### src/rtl/modexp_pkg.sv
package modexp_pkg;
  typedef enum logic [1:0] {
    SEL_BASE = 2'd0,
    SEL_MOD  = 2'd1,
    SEL_EXP  = 2'd2,
    SEL_RES  = 2'd3
  } mem_sel_e;

  typedef enum logic [2:0] {
    ST_IDLE,
    ST_RED_BASE,
    ST_RED_ONE,
    ST_SCAN,
    ST_SQR,
    ST_MUL,
    ST_OUT,
    ST_DONE
  } ctl_state_e;
endpackage

### src/rtl/modexp_store.sv
module modexp_store #(
  parameter int WORD_W = 16,
  parameter int WORDS  = 4,
  parameter int AW     = (WORDS > 1) ? $clog2(WORDS) : 1
) (
  input  logic                    clk,
  input  logic                    rst_n,
  input  logic                    wr_en,
  input  logic [1:0]              sel,
  input  logic [AW-1:0]           addr,
  input  logic [WORD_W-1:0]       wdata,
  output logic [WORDS*WORD_W-1:0] base_v,
  output logic [WORDS*WORD_W-1:0] mod_v,
  output logic [WORDS*WORD_W-1:0] exp_v,
  output logic [WORD_W-1:0]       rdata_op
);
  localparam int VW = WORDS * WORD_W;

  logic [VW-1:0] vec_q [3];
  logic          addr_ok;

  assign addr_ok = int'(addr) < WORDS;

  // one operand memory per select code; the result code maps to none
  for (genvar k = 0; k < 3; k++) begin : g_mem
    always_ff @(posedge clk or negedge rst_n) begin
      if (!rst_n) begin
        vec_q[k] <= '0;
      end else if (wr_en && addr_ok && (int'(sel) == k)) begin
        vec_q[k][int'(addr)*WORD_W +: WORD_W] <= wdata;
      end
    end
  end

  assign base_v = vec_q[0];
  assign mod_v  = vec_q[1];
  assign exp_v  = vec_q[2];

  always_comb begin
    rdata_op = '0;
    if (addr_ok && sel != 2'd3) rdata_op = vec_q[sel][int'(addr)*WORD_W +: WORD_W];
  end
endmodule

### src/rtl/modexp_reduce.sv
module modexp_reduce #(
  parameter int W   = 64,
  parameter int NBW = $clog2(W + 1)
) (
  input  logic           clk,
  input  logic           rst_n,
  input  logic           go,
  input  logic [W-1:0]   val,
  input  logic [W-1:0]   m,
  input  logic [NBW-1:0] nbits,
  output logic           busy,
  output logic           done,
  output logic [W-1:0]   res
);
  // computes (val * 2^nbits) mod m by feeding val followed by nbits zeros
  function automatic logic [W:0] red_step(logic [W:0] r, logic b, logic [W-1:0] md);
    logic [W+1:0] t;
    t = {r, b};
    if (t >= {2'b00, md}) t = t - {2'b00, md};
    return t[W:0];
  endfunction

  logic [W:0]     r_q;
  logic [W-1:0]   sh_q;
  logic [W-1:0]   m_q;
  logic [NBW:0]   cnt_q;
  logic           run_q;
  logic           done_q;
  logic [NBW:0]   shamt;
  logic           last_step;

  assign shamt     = (NBW+1)'(W) - {1'b0, nbits};
  assign last_step = run_q && (cnt_q <= (NBW+1)'(1));

  always_ff @(posedge clk or negedge rst_n) begin
    if (!rst_n) begin
      r_q    <= '0;
      sh_q   <= '0;
      m_q    <= '0;
      cnt_q  <= '0;
      run_q  <= 1'b0;
      done_q <= 1'b0;
    end else begin
      done_q <= last_step;
      if (go && !run_q) begin
        r_q   <= '0;
        sh_q  <= val << shamt;
        m_q   <= m;
        cnt_q <= {nbits, 1'b0};
        run_q <= 1'b1;
      end else if (run_q) begin
        r_q   <= red_step(r_q, sh_q[W-1], m_q);
        sh_q  <= sh_q << 1;
        cnt_q <= cnt_q - 1'b1;
        if (last_step) run_q <= 1'b0;
      end
    end
  end

  assign busy = run_q;
  assign done = done_q;
  assign res  = r_q[W-1:0];

  a_r3_red_go_idle: assert property (@(posedge clk) disable iff (!rst_n)
    go |-> !run_q);
  a_r5_red_reduced: assert property (@(posedge clk) disable iff (!rst_n)
    done |-> (r_q < {1'b0, m_q}));
endmodule

### src/rtl/modexp_mont_mul.sv
module modexp_mont_mul #(
  parameter int W   = 64,
  parameter int NBW = $clog2(W + 1)
) (
  input  logic           clk,
  input  logic           rst_n,
  input  logic           go,
  input  logic [W-1:0]   a,
  input  logic [W-1:0]   b,
  input  logic [W-1:0]   m,
  input  logic [NBW-1:0] nbits,
  output logic           busy,
  output logic           done,
  output logic [W-1:0]   res
);
  localparam int SW = W + 2;

  // one radix-2 Montgomery iteration: add a_i*b, make even with m, halve
  function automatic logic [SW-1:0] mont_step(logic [SW-1:0] s, logic ai,
                                              logic [W-1:0] bb, logic [W-1:0] md);
    logic [SW-1:0] t;
    t = s + (ai ? {2'b00, bb} : '0);
    if (t[0]) t = t + {2'b00, md};
    return t >> 1;
  endfunction

  logic [SW-1:0]  s_q;
  logic [W-1:0]   a_q, b_q, m_q;
  logic [NBW-1:0] cnt_q;
  logic           run_q, fin_q, done_q;

  always_ff @(posedge clk or negedge rst_n) begin
    if (!rst_n) begin
      s_q    <= '0;
      a_q    <= '0;
      b_q    <= '0;
      m_q    <= '0;
      cnt_q  <= '0;
      run_q  <= 1'b0;
      fin_q  <= 1'b0;
      done_q <= 1'b0;
    end else begin
      done_q <= fin_q;
      if (go && !run_q && !fin_q) begin
        s_q   <= '0;
        a_q   <= a;
        b_q   <= b;
        m_q   <= m;
        cnt_q <= nbits;
        run_q <= 1'b1;
      end else if (run_q) begin
        s_q   <= mont_step(s_q, a_q[0], b_q, m_q);
        a_q   <= a_q >> 1;
        cnt_q <= cnt_q - 1'b1;
        if (cnt_q <= NBW'(1)) begin
          run_q <= 1'b0;
          fin_q <= 1'b1;
        end
      end else if (fin_q) begin
        if (s_q >= {2'b00, m_q}) s_q <= s_q - {2'b00, m_q};
        fin_q <= 1'b0;
      end
    end
  end

  assign busy = run_q | fin_q;
  assign done = done_q;
  assign res  = s_q[W-1:0];

  a_r3_mul_go_idle: assert property (@(posedge clk) disable iff (!rst_n)
    go |-> !busy);
  a_r3_mul_reduced: assert property (@(posedge clk) disable iff (!rst_n)
    done |-> (s_q < {2'b00, m_q}));
endmodule

### src/rtl/modexp_engine.sv
module modexp_engine
  import modexp_pkg::*;
#(
  parameter int WORD_W    = 16,
  parameter int MAX_WORDS = 4,
  localparam int AW       = (MAX_WORDS > 1) ? $clog2(MAX_WORDS) : 1,
  localparam int NW_W     = $clog2(MAX_WORDS + 1)
) (
  input  logic              clk,
  input  logic              rst_n,
  input  logic              start,
  input  logic [NW_W-1:0]   n_words,
  output logic              busy,
  output logic              done,
  input  logic              host_we,
  input  logic [1:0]        host_sel,
  input  logic [AW-1:0]     host_addr,
  input  logic [WORD_W-1:0] host_wdata,
  output logic [WORD_W-1:0] host_rdata
);
  localparam int MAX_BITS = WORD_W * MAX_WORDS;
  localparam int NBW      = $clog2(MAX_BITS + 1);
  localparam int BIW      = (MAX_BITS > 1) ? $clog2(MAX_BITS) : 1;

  function automatic logic [NBW-1:0] len_bits(logic [NW_W-1:0] nw);
    int w;
    w = int'(nw);
    if (w < 1) w = 1;
    if (w > MAX_WORDS) w = MAX_WORDS;
    return NBW'(w * WORD_W);
  endfunction

  function automatic logic [MAX_BITS-1:0] low_mask(logic [NBW-1:0] nb);
    logic [MAX_BITS-1:0] mk;
    for (int i = 0; i < MAX_BITS; i++) mk[i] = (i < int'(nb));
    return mk;
  endfunction

  ctl_state_e          state_q;
  logic [NBW-1:0]      nb_q;
  logic [BIW-1:0]      bidx_q;
  logic [MAX_BITS-1:0] x_q, gr_q;
  logic                pend_q;

  logic [MAX_BITS-1:0] base_v, mod_v, exp_v, mask;
  logic [MAX_BITS-1:0] mod_m, base_m, exp_m;
  logic [WORD_W-1:0]   rdata_op;

  // named internal events
  logic accept_start, e_bit, last_bit, in_mul_st, in_red_st;
  logic mul_go, mul_busy, mul_done, red_go, red_busy, red_done;
  logic [MAX_BITS-1:0] mul_b, red_val, mul_res, red_res;

  assign accept_start = start && (state_q == ST_IDLE);
  assign busy         = (state_q != ST_IDLE);
  assign done         = (state_q == ST_DONE);

  modexp_store #(.WORD_W(WORD_W), .WORDS(MAX_WORDS), .AW(AW)) u_store (
    .clk(clk), .rst_n(rst_n), .wr_en(host_we && !busy), .sel(host_sel),
    .addr(host_addr), .wdata(host_wdata),
    .base_v(base_v), .mod_v(mod_v), .exp_v(exp_v), .rdata_op(rdata_op)
  );

  assign mask   = low_mask(nb_q);
  assign mod_m  = mod_v & mask;
  assign base_m = base_v & mask;
  assign exp_m  = exp_v & mask;
  assign e_bit    = exp_m[bidx_q];
  assign last_bit = (bidx_q == '0);

  assign in_red_st = (state_q == ST_RED_BASE) || (state_q == ST_RED_ONE);
  assign in_mul_st = (state_q == ST_SQR) || (state_q == ST_MUL) || (state_q == ST_OUT);
  assign red_go    = in_red_st && !pend_q;
  assign mul_go    = in_mul_st && !pend_q;
  assign red_val   = (state_q == ST_RED_BASE) ? base_m : MAX_BITS'(1);

  always_comb begin
    case (state_q)
      ST_MUL:  mul_b = gr_q;
      ST_OUT:  mul_b = MAX_BITS'(1);
      default: mul_b = x_q;
    endcase
  end

  modexp_reduce #(.W(MAX_BITS), .NBW(NBW)) u_reduce (
    .clk(clk), .rst_n(rst_n), .go(red_go), .val(red_val), .m(mod_m),
    .nbits(nb_q), .busy(red_busy), .done(red_done), .res(red_res)
  );

  modexp_mont_mul #(.W(MAX_BITS), .NBW(NBW)) u_mul (
    .clk(clk), .rst_n(rst_n), .go(mul_go), .a(x_q), .b(mul_b), .m(mod_m),
    .nbits(nb_q), .busy(mul_busy), .done(mul_done), .res(mul_res)
  );

  always_ff @(posedge clk or negedge rst_n) begin
    if (!rst_n) begin
      state_q <= ST_IDLE;
      nb_q    <= NBW'(WORD_W);
      bidx_q  <= '0;
      x_q     <= '0;
      gr_q    <= '0;
      pend_q  <= 1'b0;
    end else begin
      case (state_q)
        ST_IDLE: if (accept_start) begin
          nb_q    <= len_bits(n_words);
          pend_q  <= 1'b0;
          state_q <= ST_RED_BASE;
        end
        ST_RED_BASE: if (red_done) begin
          gr_q    <= red_res;
          pend_q  <= 1'b0;
          state_q <= ST_RED_ONE;
        end
        ST_RED_ONE: if (red_done) begin
          x_q     <= red_res;
          pend_q  <= 1'b0;
          bidx_q  <= BIW'(nb_q - 1'b1);
          state_q <= ST_SCAN;
        end
        ST_SCAN: begin
          if (e_bit) state_q <= ST_SQR;
          else if (last_bit) state_q <= ST_OUT;
          else bidx_q <= bidx_q - 1'b1;
        end
        ST_SQR, ST_MUL: if (mul_done) begin
          x_q    <= mul_res;
          pend_q <= 1'b0;
          if (state_q == ST_SQR && e_bit) begin
            state_q <= ST_MUL;
          end else if (last_bit) begin
            state_q <= ST_OUT;
          end else begin
            bidx_q  <= bidx_q - 1'b1;
            state_q <= ST_SQR;
          end
        end
        ST_OUT: if (mul_done) begin
          x_q     <= mul_res;
          pend_q  <= 1'b0;
          state_q <= ST_DONE;
        end
        default: state_q <= ST_IDLE;
      endcase
      if (mul_go || red_go) pend_q <= 1'b1;
    end
  end

  always_comb begin
    if (host_sel == SEL_RES) begin
      host_rdata = (int'(host_addr) < MAX_WORDS)
                   ? x_q[int'(host_addr)*WORD_W +: WORD_W] : '0;
    end else begin
      host_rdata = rdata_op;
    end
  end

  a_r6_busy_after_start: assert property (@(posedge clk) disable iff (!rst_n)
    (start && !busy) |=> busy);
  a_r6_done_one_cycle: assert property (@(posedge clk) disable iff (!rst_n)
    done |=> (!done && !busy));
  a_r8_busy_until_done: assert property (@(posedge clk) disable iff (!rst_n)
    (busy && !done) |=> busy);
  a_r7_store_frozen: assert property (@(posedge clk) disable iff (!rst_n)
    busy |=> ($stable(base_v) && $stable(mod_v) && $stable(exp_v)));
  a_r3_result_reduced: assert property (@(posedge clk) disable iff (!rst_n)
    done |-> (x_q < mod_m));
  a_r3_single_engine: assert property (@(posedge clk) disable iff (!rst_n)
    !(mul_busy && red_busy));
endmodule

### config.mk
export PLATFORM = sky130hd
export DESIGN_NAME = modexp_engine
export DESIGN_NICKNAME = d
export VERILOG_FILES = /design/src/rtl/modexp_pkg.sv /design/src/rtl/modexp_store.sv /design/src/rtl/modexp_reduce.sv /design/src/rtl/modexp_mont_mul.sv /design/src/rtl/modexp_engine.sv
export SDC_FILE = /design/constraint.sdc
export NUM_CORES = 2
export LEC_CHECK = 0
export BUFFER_PORTS_ARGS = -buffer_cell sky130_fd_sc_hd__buf_2
export CAP_MARGIN = 25
export CORE_ASPECT_RATIO = 0.75
export CORE_MARGIN = 3
export CORE_UTILIZATION = 70
export CTS_BUF_LIST = sky130_fd_sc_hd__clkbuf_16
export CTS_CLUSTER_DIAMETER = 80
export CTS_CLUSTER_SIZE = 20
export DETAILED_ROUTE_END_ITERATION = 6
export PLACE_DENSITY = 0.87
export SLEW_MARGIN = 20
export SYNTH_ARGS = -nofsm -noshare
export SYNTH_HDL_FRONTEND = slang
export SYNTH_HIERARCHICAL = 1
export SYNTH_SLANG_ARGS = --single-unit
### constraint.sdc
create_clock -name clk -period 12.4 [get_ports clk]
set_input_delay 2.48 -clock clk [delete_from_list [all_inputs] [get_ports clk]]
set_output_delay 2.48 -clock clk [all_outputs]
set_load 0.02 [all_outputs]
==> summary.md <==
| Metric | Value |
|---|---|
| P&R area growth vs syn | 1.84% |
| Crit path DAT | 5.18 ns |
| IO Pins | 45 |
| First-pass GRT wire length | 311 mm |
| Clock transition at path regs | 0.08 ns |
| Hold-fix buffers at CTS | 0 |
| Clk_skew | 0.0489 ns |
| Wire per inst | 27.7 um |
| H-tree levels | 2 |
| Critical Path Sink Type | output pin |
| Max cap viols | 0 |
| Pin count of the biggest net entering global routing | 172 |
| Post-DP HPWL | 158 mm |
| Tcrit/Tclk final | 61.8% |
| Sequential Power Share | 57.5% |
| CTS tree | built |
| Tot Pwr | 4560 uW |
| Final std cells w/o fill | 7,592 |
| Layout cell share with drive strength beyond 1 | 6.43% |
| CTS buffer count | 49 |
| Net Switching | 1120 uW |
| Max stage delay on crit path | 0.70 ns |
| RSZ-0062 raised after global routing | false |
| Initial antenna violation count | 23 |
| # port buffers | 44 |
| Iter 0 DRT Violations | 9,069 |
| Starting Density | 71.4% |
| CTS-repair resized insts | 0 |
| Fin nets | 6,767 |
| Site Rows | 90 |
| Slew @ Worst Pin | 1.26 ns |
| GRT Residual Overflow | 0 |
| CP Class | input port to output pin |
| Clock latency on the worst-skew pair | 0.68 ns |
| CTS sink count | 804 |
| Mapped Avg Cell Area | 8.48 um^2 |
| Placement Setup Slack | 4.84 ns |
| Failing checks | DRC |
| Cell area after synthesis | 58,100 um^2 |
| CP Max Fanout | 42 |
| Clock Tree Buf Depth | 3 |
| Post-DP Area | 57,600 um^2 |
| Root Driver | clkbuf_16 |
| Sw Ratio | 24.6% |
| Synth warnings | 6 |
| Internal | 3440 uW |
| Worst path cell trace | buf_4, buf_4, mux2i_1, o2bb2ai_1, mux4_2, mux2_2, buf_2 |
| CP max stage cell | buf_4 |
| Slew Limit Headroom | 15.0% |
| Power per cell area | 77.0 nW/um^2 |
| DR DRC count | 63 |
| Final TNS setup | 0 ns |
| Fin worst setup slack | 4.74 ns |
| Clk network pwr share | 38.0% |
| Fill cells | 6,161 |
| GPL Wtd Cong | 1.09 |
| Post-CTS setup buffer count | 0 |
| Max Freq | 131 MHz |
| Die H | 255 um |
| 1st-pass router iterations | 7 |
| Cells after Synth | 6,851 |
| Final setup violating endpoints | 0 |
| LEAKAGE | 0.0279 uW |
| Die Area | 86,500 um^2 |
| Hold/Removal Path Class | flop to flop |
| Placed cells | 7,517 |
| All-layer global routing usage | 46.8% |
| Count of final hold-check violations | 0 |
| Part of the power in combinational logic | 4.5% |
| Core region area | 81,300 um^2 |
| Status | finished, violations left |
| Routed via count | 54,600 |
| Die X | 339 um |
| Reg2Reg Setup Slack | 5.24 ns |
| CP dominant cell by count | buf_4 |
| Vias in the first global route | 50,100 |
| Critical Path Start Type | input port |
| Slew Limit Fails | 0 |
| Antenna Nets Post-Route | 0 |
| Tmin final | 7.66 ns |
| Worst IR drop on VDD | 0.135 mV |
| Vias/cell | 7.19 |
| Fin area | 59,100 um^2 |
| Crit path required time | 9.92 ns |
| Routed WL | 210 mm |
==> cells in the final DEF, fill, tap and decap left out, types with 97 or more instances in the layout <==
master   count
ha_1       266
a21o_1     167
mux2i_1    281
dfrtp_1    801
a22oi_1    107
o21ai_0    678
inv_1      241
nand3_1     97
nand2_1   1261
mux2_2      98
nor2_1     278
and2_1     179
a21oi_1    441
xnor2_1    142
xor2_1      99
==> power by group through the flow <==
stage	Sequential, uW	Combinational, uW	Clock, uW
after floorplan	2670	109	0
after global routing	2620	218	1810
after global placement	2670	183	0
after detailed placement	2670	186	0
after CTS	2620	186	1720
final	2620	204	1730
==> per-layer routing <==
metal  global-route usage (%)  vias up  routed length, um
met2                     63.5     4316              82900
met5                        0        -                222
li1                         -    23500                  -
met3                     20.2      712              35600
met1                     65.6    26000              81000
met4                     18.7       24              10600
==> flip-flops by register name, summed over array words and instances (netlist names), 6 cells and up <==
register        count
bidx_q              6
gr_q               64
u_mul/a_q          64
u_mul/b_q          64
u_mul/cnt_q         7
u_mul/m_q          64
u_mul/s_q          66
u_reduce/cnt_q      8
u_reduce/m_q       64
u_reduce/r_q       65
u_reduce/sh_q      64
u_store/base_v     64
u_store/exp_v      64
u_store/mod_v      64
x_q                64
==> worst paths after layout <==
| kind | endpoint | start | cells past startpoint |
|---|---|---|---|
| setup / recovery | host_rdata[7] | host_sel[1] | 7 |
| hold / removal | u_mul/b_q[40] | u_mul/b_q[40] | 2 |
| setup reg to reg | u_mul/s_q[61] | u_mul/a_q[0] | 23 |
| hold reg to reg | u_mul/b_q[40] | u_mul/b_q[40] | 2 |
| max in group asynchronous | nb_q[4] | rst_n | 4 |
| min in group asynchronous | u_reduce/sh_q[0] | rst_n | 1 |
==> area by class of cell <==
type / count / area (um^2) / area share (%)
Antenna cell: 6 / 15.0 / 0.0254
Clock buffer: 51 / 1280 / 2.16
Clock inverter: 13 / 144 / 0.243
Inverter: 245 / 920 / 1.55
Multi-Input combinational cell: 5254 / 34400 / 58.2
Sequential cell: 804 / 20100 / 34.0
Tap cell: 1104 / 1380 / 2.34
Timing Repair Buffer: 115 / 877 / 1.48
==> critical path: cells and delay by family <==
kind | cells | cell delay, ns
multiplexers | 3 | 1.19
buffers and inverters | 3 | 1.36
AO/OA/AOI/OAI | 1 | 0.11
==> stage by stage <==
stage / hold slack [ns] / utilization, %
floorplan: 0.432 / -
CTS: 0.475 / 72.6
global route: 0.502 / 72.7
global placement: 0.454 / 70.8
finish: 0.474 / 72.7
detailed placement: 0.454 / 70.8
(Power assumes the default switching activity.)
